**src/rtl/macflt_pkg.sv**
```systemverilog
package macflt_pkg;
  // strobes from the frame sequencer to the match datapath
  typedef struct packed {
    logic startFrame;   // first byte of a frame: latch modes, reseed flags
    logic cmpEn;        // current byte is a destination byte
    logic issue;        // produce the verdict at this edge
    logic forceReject;  // verdict is a short-frame reject
  } ctrlStrobes_t;
endpackage

```
**src/rtl/macflt_ctrl.sv**
```systemverilog
module macflt_ctrl
  import macflt_pkg::*;
#(
  parameter int ADDR_BYTES = 6,
  parameter int HDR_LEN    = 14
) (
  input  logic                          clk,
  input  logic                          rstN,
  input  logic                          rxValid,
  input  logic                          rxSof,
  input  logic                          rxEof,
  output ctrlStrobes_t                  strb,
  output logic [$clog2(ADDR_BYTES)-1:0] cmpIdx
);
  localparam int CNT_W = $clog2(HDR_LEN + 1);
  localparam int IDX_W = $clog2(ADDR_BYTES);
  localparam logic [CNT_W-1:0] LAST_IDX = CNT_W'(HDR_LEN - 1);
  localparam logic [CNT_W-1:0] ADDR_END = CNT_W'(ADDR_BYTES);

  typedef enum logic [1:0] {S_IDLE, S_HDR, S_TAIL} state_t;

  state_t          state, stateNext;
  logic [CNT_W-1:0] byteCnt, byteCntNext;
  logic [CNT_W-1:0] curIdx;
  logic            take, lastHdr;

  always_comb begin
    strb        = '0;
    cmpIdx      = '0;
    stateNext   = state;
    byteCntNext = byteCnt;
    curIdx      = rxSof ? '0 : byteCnt;
    take        = rxValid && (rxSof || state == S_HDR);
    lastHdr     = (curIdx == LAST_IDX);
    if (take) begin
      strb.startFrame  = rxSof;
      strb.cmpEn       = (curIdx < ADDR_END);
      cmpIdx           = curIdx[IDX_W-1:0];
      strb.issue       = lastHdr || rxEof;
      strb.forceReject = rxEof && !lastHdr;
      byteCntNext      = curIdx + 1'b1;
      if (lastHdr)    stateNext = rxEof ? S_IDLE : S_TAIL;
      else if (rxEof) stateNext = S_IDLE;
      else            stateNext = S_HDR;
    end else if (state == S_TAIL && rxValid && rxEof) begin
      stateNext = S_IDLE;
    end
  end

  always_ff @(posedge clk) begin
    if (!rstN) begin
      state   <= S_IDLE;
      byteCnt <= '0;
    end else begin
      state   <= stateNext;
      byteCnt <= byteCntNext;
    end
  end
endmodule

```
**src/rtl/macflt_datapath.sv**
```systemverilog
module macflt_datapath
  import macflt_pkg::*;
#(
  parameter int ADDR_BYTES = 6,
  parameter int REG_W      = 32
) (
  input  logic                          clk,
  input  logic                          rstN,
  input  logic                          regWrEn,
  input  logic                          regSel,
  input  logic [REG_W-1:0]              regWrData,
  output logic [REG_W-1:0]              regRdData,
  input  logic                          promiscMode,
  input  logic                          bcastReject,
  input  logic [7:0]                    rxByte,
  input  ctrlStrobes_t                  strb,
  input  logic [$clog2(ADDR_BYTES)-1:0] cmpIdx,
  output logic                          verdictValid,
  output logic                          verdictAccept
);
  localparam int LO_BYTES = REG_W / 8;
  localparam int IDX_W    = $clog2(ADDR_BYTES);

  logic [7:0] addrByte [ADDR_BYTES];
  logic [7:0] addrSel;
  logic [REG_W-1:0] loImage, hiImage;
  logic stationHit, bcastHit, modePro, modeBrj, acceptNow;

  // per-byte address storage, each byte owned by one register word
  for (genvar i = 0; i < ADDR_BYTES; i++) begin : g_addr
    localparam bit IN_HI = (i >= LO_BYTES);
    localparam int LANE  = IN_HI ? i - LO_BYTES : i;
    always_ff @(posedge clk) begin
      if (!rstN)                            addrByte[i] <= '0;
      else if (regWrEn && (regSel == IN_HI)) addrByte[i] <= regWrData[8*LANE +: 8];
    end
  end

  always_comb begin
    loImage = '0;
    hiImage = '0;
    for (int i = 0; i < ADDR_BYTES; i++) begin
      if (i < LO_BYTES) loImage[8*i +: 8]              = addrByte[i];
      else              hiImage[8*(i-LO_BYTES) +: 8]   = addrByte[i];
    end
    regRdData = regSel ? hiImage : loImage;
  end

  always_comb begin
    addrSel = '0;
    for (int i = 0; i < ADDR_BYTES; i++)
      if (cmpIdx == IDX_W'(i)) addrSel = addrByte[i];
  end

  assign acceptNow = modePro || stationHit || (bcastHit && !modeBrj);

  always_ff @(posedge clk) begin
    if (!rstN) begin
      stationHit    <= 1'b0;
      bcastHit      <= 1'b0;
      modePro       <= 1'b0;
      modeBrj       <= 1'b0;
      verdictValid  <= 1'b0;
      verdictAccept <= 1'b0;
    end else begin
      if (strb.startFrame) begin
        modePro <= promiscMode;
        modeBrj <= bcastReject;
      end
      if (strb.cmpEn) begin
        stationHit <= (strb.startFrame || stationHit) && (rxByte == addrSel);
        bcastHit   <= (strb.startFrame || bcastHit) && (rxByte == 8'hFF);
      end
      verdictValid  <= strb.issue;
      verdictAccept <= strb.issue && !strb.forceReject && acceptNow;
    end
  end
endmodule

```
**src/rtl/mac_dest_filter.sv**
```systemverilog
module mac_dest_filter
  import macflt_pkg::*;
#(
  parameter int ADDR_BYTES = 6,
  parameter int HDR_LEN    = 14,
  parameter int REG_W      = 32
) (
  input  logic             clk,
  input  logic             rstN,
  input  logic             regWrEn,
  input  logic             regSel,
  input  logic [REG_W-1:0] regWrData,
  output logic [REG_W-1:0] regRdData,
  input  logic             promiscMode,
  input  logic             bcastReject,
  input  logic             rxValid,
  input  logic             rxSof,
  input  logic             rxEof,
  input  logic [7:0]       rxByte,
  output logic             verdictValid,
  output logic             verdictAccept
);
  localparam int IDX_W = $clog2(ADDR_BYTES);

  ctrlStrobes_t     strb;
  logic [IDX_W-1:0] cmpIdx;

  macflt_ctrl #(.ADDR_BYTES(ADDR_BYTES), .HDR_LEN(HDR_LEN)) i_ctrl (
    .clk(clk), .rstN(rstN), .rxValid(rxValid), .rxSof(rxSof), .rxEof(rxEof),
    .strb(strb), .cmpIdx(cmpIdx)
  );

  macflt_datapath #(.ADDR_BYTES(ADDR_BYTES), .REG_W(REG_W)) i_dp (
    .clk(clk), .rstN(rstN), .regWrEn(regWrEn), .regSel(regSel),
    .regWrData(regWrData), .regRdData(regRdData),
    .promiscMode(promiscMode), .bcastReject(bcastReject), .rxByte(rxByte),
    .strb(strb), .cmpIdx(cmpIdx),
    .verdictValid(verdictValid), .verdictAccept(verdictAccept)
  );
endmodule

```
**config.mk**
```make
export PLATFORM = sky130hd
export DESIGN_NAME = mac_dest_filter
export DESIGN_NICKNAME = d
export VERILOG_FILES = /design/src/rtl/macflt_pkg.sv /design/src/rtl/macflt_ctrl.sv /design/src/rtl/macflt_datapath.sv /design/src/rtl/mac_dest_filter.sv
export SDC_FILE = /design/constraint.sdc
export NUM_CORES = 1
export LEC_CHECK = 0
export ABC_AREA = 1
export ABC_CLOCK_PERIOD_IN_PS = 4940
export BUFFER_PORTS_ARGS = -buffer_cell sky130_fd_sc_hd__clkbuf_2
export CORE_ASPECT_RATIO = 0.5
export CORE_MARGIN = 2
export CORE_UTILIZATION = 50
export CTS_CLUSTER_DIAMETER = 200
export DETAILED_ROUTE_END_ITERATION = 7
export PLACE_DENSITY = 0.76
export SYNTH_ARGS = -nofsm -noshare
export SYNTH_HDL_FRONTEND = slang
export SYNTH_SLANG_ARGS = --single-unit
```
**constraint.sdc**
```tcl
create_clock -name clk -period 4.94 [get_ports clk]
set_input_delay 0.988 -clock clk [delete_from_list [all_inputs] [get_ports clk]]
set_output_delay 0.988 -clock clk [all_outputs]
set_load 0.01 [all_outputs]
```
## Yosys cells after proc, flatten, opt, wreduce, memory -nomap -nowiden

Memories as Yosys holds them, arrays and structs flattened.
Cells that the tools add are included.

- Flip-flop bits (word level): 12
- Bits in writable memories: 48
- Input bits: 49
- Output and inout port bits: 34
- Word-level logic and storage cells: 78
- Memories kept: 1

Memories:

| name | words | width | read ports | clocked after Yosys merged registers in | wr ports | line | RTL |
|---|---|---|---|---|---|---|---|
| i_dp.addrByte | 6 | 8 | 6 | 0 | 6 | macflt_datapath.sv:24 | `logic [7:0] addrByte [ADDR_BYTES];` |

- $add $sub $neg: 1
- Magnitude comparators: 1
- Equal/unequal tests: 10
- Muxes and demuxes: 28
- Bitwise operators: 7
- Reductions and logical operators: 22

Operators by type and width:

| operator | count |
|---|---|
| 8-bit 2-to-1 mux | 12 |
| 32-bit 2-to-1 mux | 1 |
| 1-bit logical AND | 11 |
| 8-bit == test | 1 |
| 8-bit == test (second input constant) | 1 |
| 1-bit 2-to-1 mux | 8 |
| 2-bit 2-to-1 mux | 4 |
| 4-bit 2-to-1 mux | 2 |
| 3-bit by 2-bit == test with 1-bit output (second input constant) | 2 |
| 3-bit == test (second input constant) | 2 |
| 1-bit logical OR | 6 |
| 1-bit OR | 6 |
| 4-bit by 1-bit adder with 4-bit output (second input constant) | 1 |
| 4-bit == test (second input constant) | 1 |
| 4-bit by 3-bit < comparator with 1-bit output (second input constant) | 1 |
| 3-bit by 1-bit == test with 1-bit output (second input constant) | 1 |
| 1-bit zero test | 3 |
| 3-bit zero test | 1 |
| 3-bit 2-to-1 mux | 1 |
| 2-bit by 1-bit == test with 1-bit output (second input constant) | 1 |
| 2-bit == test (second input constant) | 1 |
| 2-bit nonzero test | 1 |
| 1-bit NOT | 1 |

## Depth between registers and ports, before layout

- Depth in word-level cells: 13
- Depth in mapped cells: 16
- Gate-level depth less buffers: 16

## Hierarchy

A second synthesis with hierarchy kept.

- Cell total of the unflattened synthesis: 456
- Area, all modules: 3369.5 µm²

Modules (own cells, without submodules):

| module | times used | cells an instance | area an instance (µm²) | seq. area each (µm²) |
|---|---|---|---|---|
| macflt_datapath | 1 | 394 | 2962.8 | 1561.5 |
| macflt_ctrl | 1 | 62 | 406.6 | 120.1 |

## Least setup slack after synthesis

OpenSTA, ideal clock, no wires.

- Path type: input to register
- From: in regSel
- To: mem i_dp.addrByte[0][0] (enable)
- Arrival: 3.475 ns
- Required time: 4.474 ns
- Setup slack: 1.000 ns
- Stages on the path: 2
- Buffers on the path: 1
- Path through: clkbuf_1 o21ai_0

RTL lines:

| item | line | RTL |
|---|---|---|
| from (decl) | mac_dest_filter.sv:11 | `input logic regSel,` |
| to (decl) | macflt_datapath.sv:24 |  |

## Final worst setup path

- From: in regSel
- To: out regRdData[14]

- Cells in the longest elaborated chain, start to end: 1

RTL lines:

| item | line | RTL |
|---|---|---|
| 32-bit 2-to-1 mux | macflt_datapath.sv:46 | `regRdData = regSel ? hiImage : loImage;` |
| to (decl) | mac_dest_filter.sv:13 | `output logic [REG_W-1:0] regRdData,` |

Every way passes these cells.

==> metrics.cfg <==
[global_routing]
antenna_found_initial = 0
overflow = 0
grt_pass1_vias = 2818
grt_max_degree = 33
track_usage_pct = 24.24
grt_pass1_wl_um = 13150

[pwr]
p_leak_uw = 0.002060
powerDensity_nw_per_um2 = 332.6
power.total_uw = 1385
ir_worst_vdd_v = 0.0001968

[cells_and_area]
fillers = 614
final_cell_mix = 96 x nand2_1, 82 x clkbuf_2, 77 x inv_1
diodes = 0
syn_to_final_growth_pct = 23.40
final_common_cell = nand2_1
nNetsFinal = 562
drive_gt1_share_pct = 23.06

[floorplanning]
ios = 83
die_width_um = 120.2
dieArea_um2 = 7462
core-area_um2 = 6595
rows = 21
die_h_um = 62.09
initial_utilization_pct = 51.17

[critical_path]
path_buf_inv = 3
crit_family = buffers and inverters
slowest_delay_ns = 0.51
required_ns = 3.95
slowest_stage = inv_1
critPathCaptureType = output pin
worst_ep_arrival_time_ns = 2.41
critPathLaunchType = input port
critPathMaxFanout = 27
crit_chain = clkbuf_2 -> inv_1 -> o21ai_0 -> clkbuf_2
cpMostUsedCell = clkbuf_2
critical_path_class = in -> out

[clocking]
path_clk_slew_ns = 0.05
htree_num_levels = 3
cts_tree = yes
cts_made_buffers = 9
insertion_delay_ns = 0.33
post_cts_buffers = 0
ctsLongestPathBuffers = 2
holdBufCountCts = 0
cts-root-buf = clkbuf_16
clock-sinks = 60
cts_resized = 0

[drt]
vias_per_cell = 5.127
postRouteAntennaNets = 0
drt_iter0_markers = 244
wirelength_um = 8446
via_count = 3117
dr.pass1.iters = 5
drc = 0
post_drt_wl_per_cell_um = 13.89

[placement]
place.gp.congestion = 0.9012
portBuffers = 82
dp_hpwl_um = 6216

[synthesis]
ys_warn_count = 0
yosysTopAreaCell = edfxtp_1
synth_cell_types = 33
synth_top_area_share_pct = 42.71
syn-mean-instance-area_um2 = 7.884
synth_area_leaders = edfxtp_1 43%, nand2_1 11%, inv_1 8.6%, nor2_1 8.2%, dfxtp_1 7.1%
synth.net_count = 479
yosysSeqAreaShare_pct = 49.83
synth_area_um2 = 3374
ys_seq_elements = 60
syn-instance-count = 428

[timing]
rsz0062_at_grt = no
fmax_mhz = 294.0
whs_ns = 0.4522
min_period_ns = 3.402
slew_violations = 0
fin_tns_setup_ns = 0
finalSetupViolations = 0
skew_ns = 0.003241
fin_crit_sh_pct = 68.86
worst_slew_margin_rel_pct = 50.18
hold_viol_final = 0
tightest_slew_ns = 0.7465

[min_path]
hold_path_class = reg -> reg

[run]
drv_cap = 0

[outcome]
status = finished clean

## final cells by class
type	count	area, um2	area share, %
Clock buffer	9	225.2	5.409
Clock inverter	7	67.56	1.623
Inverter	81	307.8	7.392
Multi-Input combinational cell	274	1334	32.03
Sequential cell	60	1682	40.38
Tap cell	92	115.1	2.764
Timing Repair Buffer	85	432.9	10.40
## per-layer routing
metal  global-route usage, %  vias up  routed length [um]
met3                   7.299       17                 501
met2                   40.83      114                4003
met5                       0        -                   0
met1                   30.13     1449                3802
met4                   10.42        0                 139
li1                        -     1537                   -
## Yosys cell counts (all sizes together)
cell type and count:
clkinv 1, inv 80, buf 3, xor2 1, nor2 78, a31oi 2
a211oi 3, and3 1, nand2 99, nor3 4, nor4 3, a21oi 12
dfxtp 12, clkbuf 10, edfxtp 48, nand3b 1, nand4 10, o211ai 4
ha 2, nand3 36, o21ai 18
## kinds of logic after synthesis
logic type,synth area share (%)
and+or+nand+nor,31.81
buffers and inverters,10.75
DFF,49.83
AOI/OAI and AO/OA,6.600
adders and majority gates,0.7414
xor gates and xnor gates,0.2596
## flip-flops by register name, summed over array words and instances, names as in the netlist
name and cells:
i_ctrl.byteCnt 4, i_ctrl.state 2, i_dp.addrByte 48, i_dp.bcastHit 1
i_dp.modeBrj 1, i_dp.modePro 1, i_dp.stationHit 1, i_dp.verdictAccept 1
i_dp.verdictValid 1
## worst paths after layout
kind	start	to	slack, ns	depth (start not counted)
hold / removal	i_dp.modeBrj	i_dp.modeBrj	0.45	2
hold reg to reg	i_dp.modeBrj	i_dp.modeBrj	0.45	2
setup reg to reg	i_ctrl.byteCnt[2]	i_dp.stationHit	2.85	10
setup / recovery	regSel	regRdData[14]	1.54	4
## worst min-delay path, cell delays in order, from the launching register on
cell	delay [ns]
dfxtp_1	0.29
inv_1	0.06
a21oi_1	0.05
## power by group
group / internal (uW) / leakage, uW / total, uW / switching (uW)
sequential: 587 / 0.000586 / 609 / 22.6
combinational: 60.3 / 0.00133 / 171 / 110
clock: 387 / 0.000139 / 605 / 218
## stage by stage
step | util [%] | cells | area [um2] | worst slack, ns
CTS | 63.14 | 608 | 4164 | 1.558
finish | 63.14 | 608 | 4164 | 1.538
global placement | 58.70 | 592 | 3871 | 1.630
floorplan | - | 428 | 3374 | 0.9997
global route | 63.14 | 608 | 4164 | 1.367
detailed placement | 58.70 | 592 | 3871 | 1.559
No activity file was read; power rests on OpenSTA's default activity.
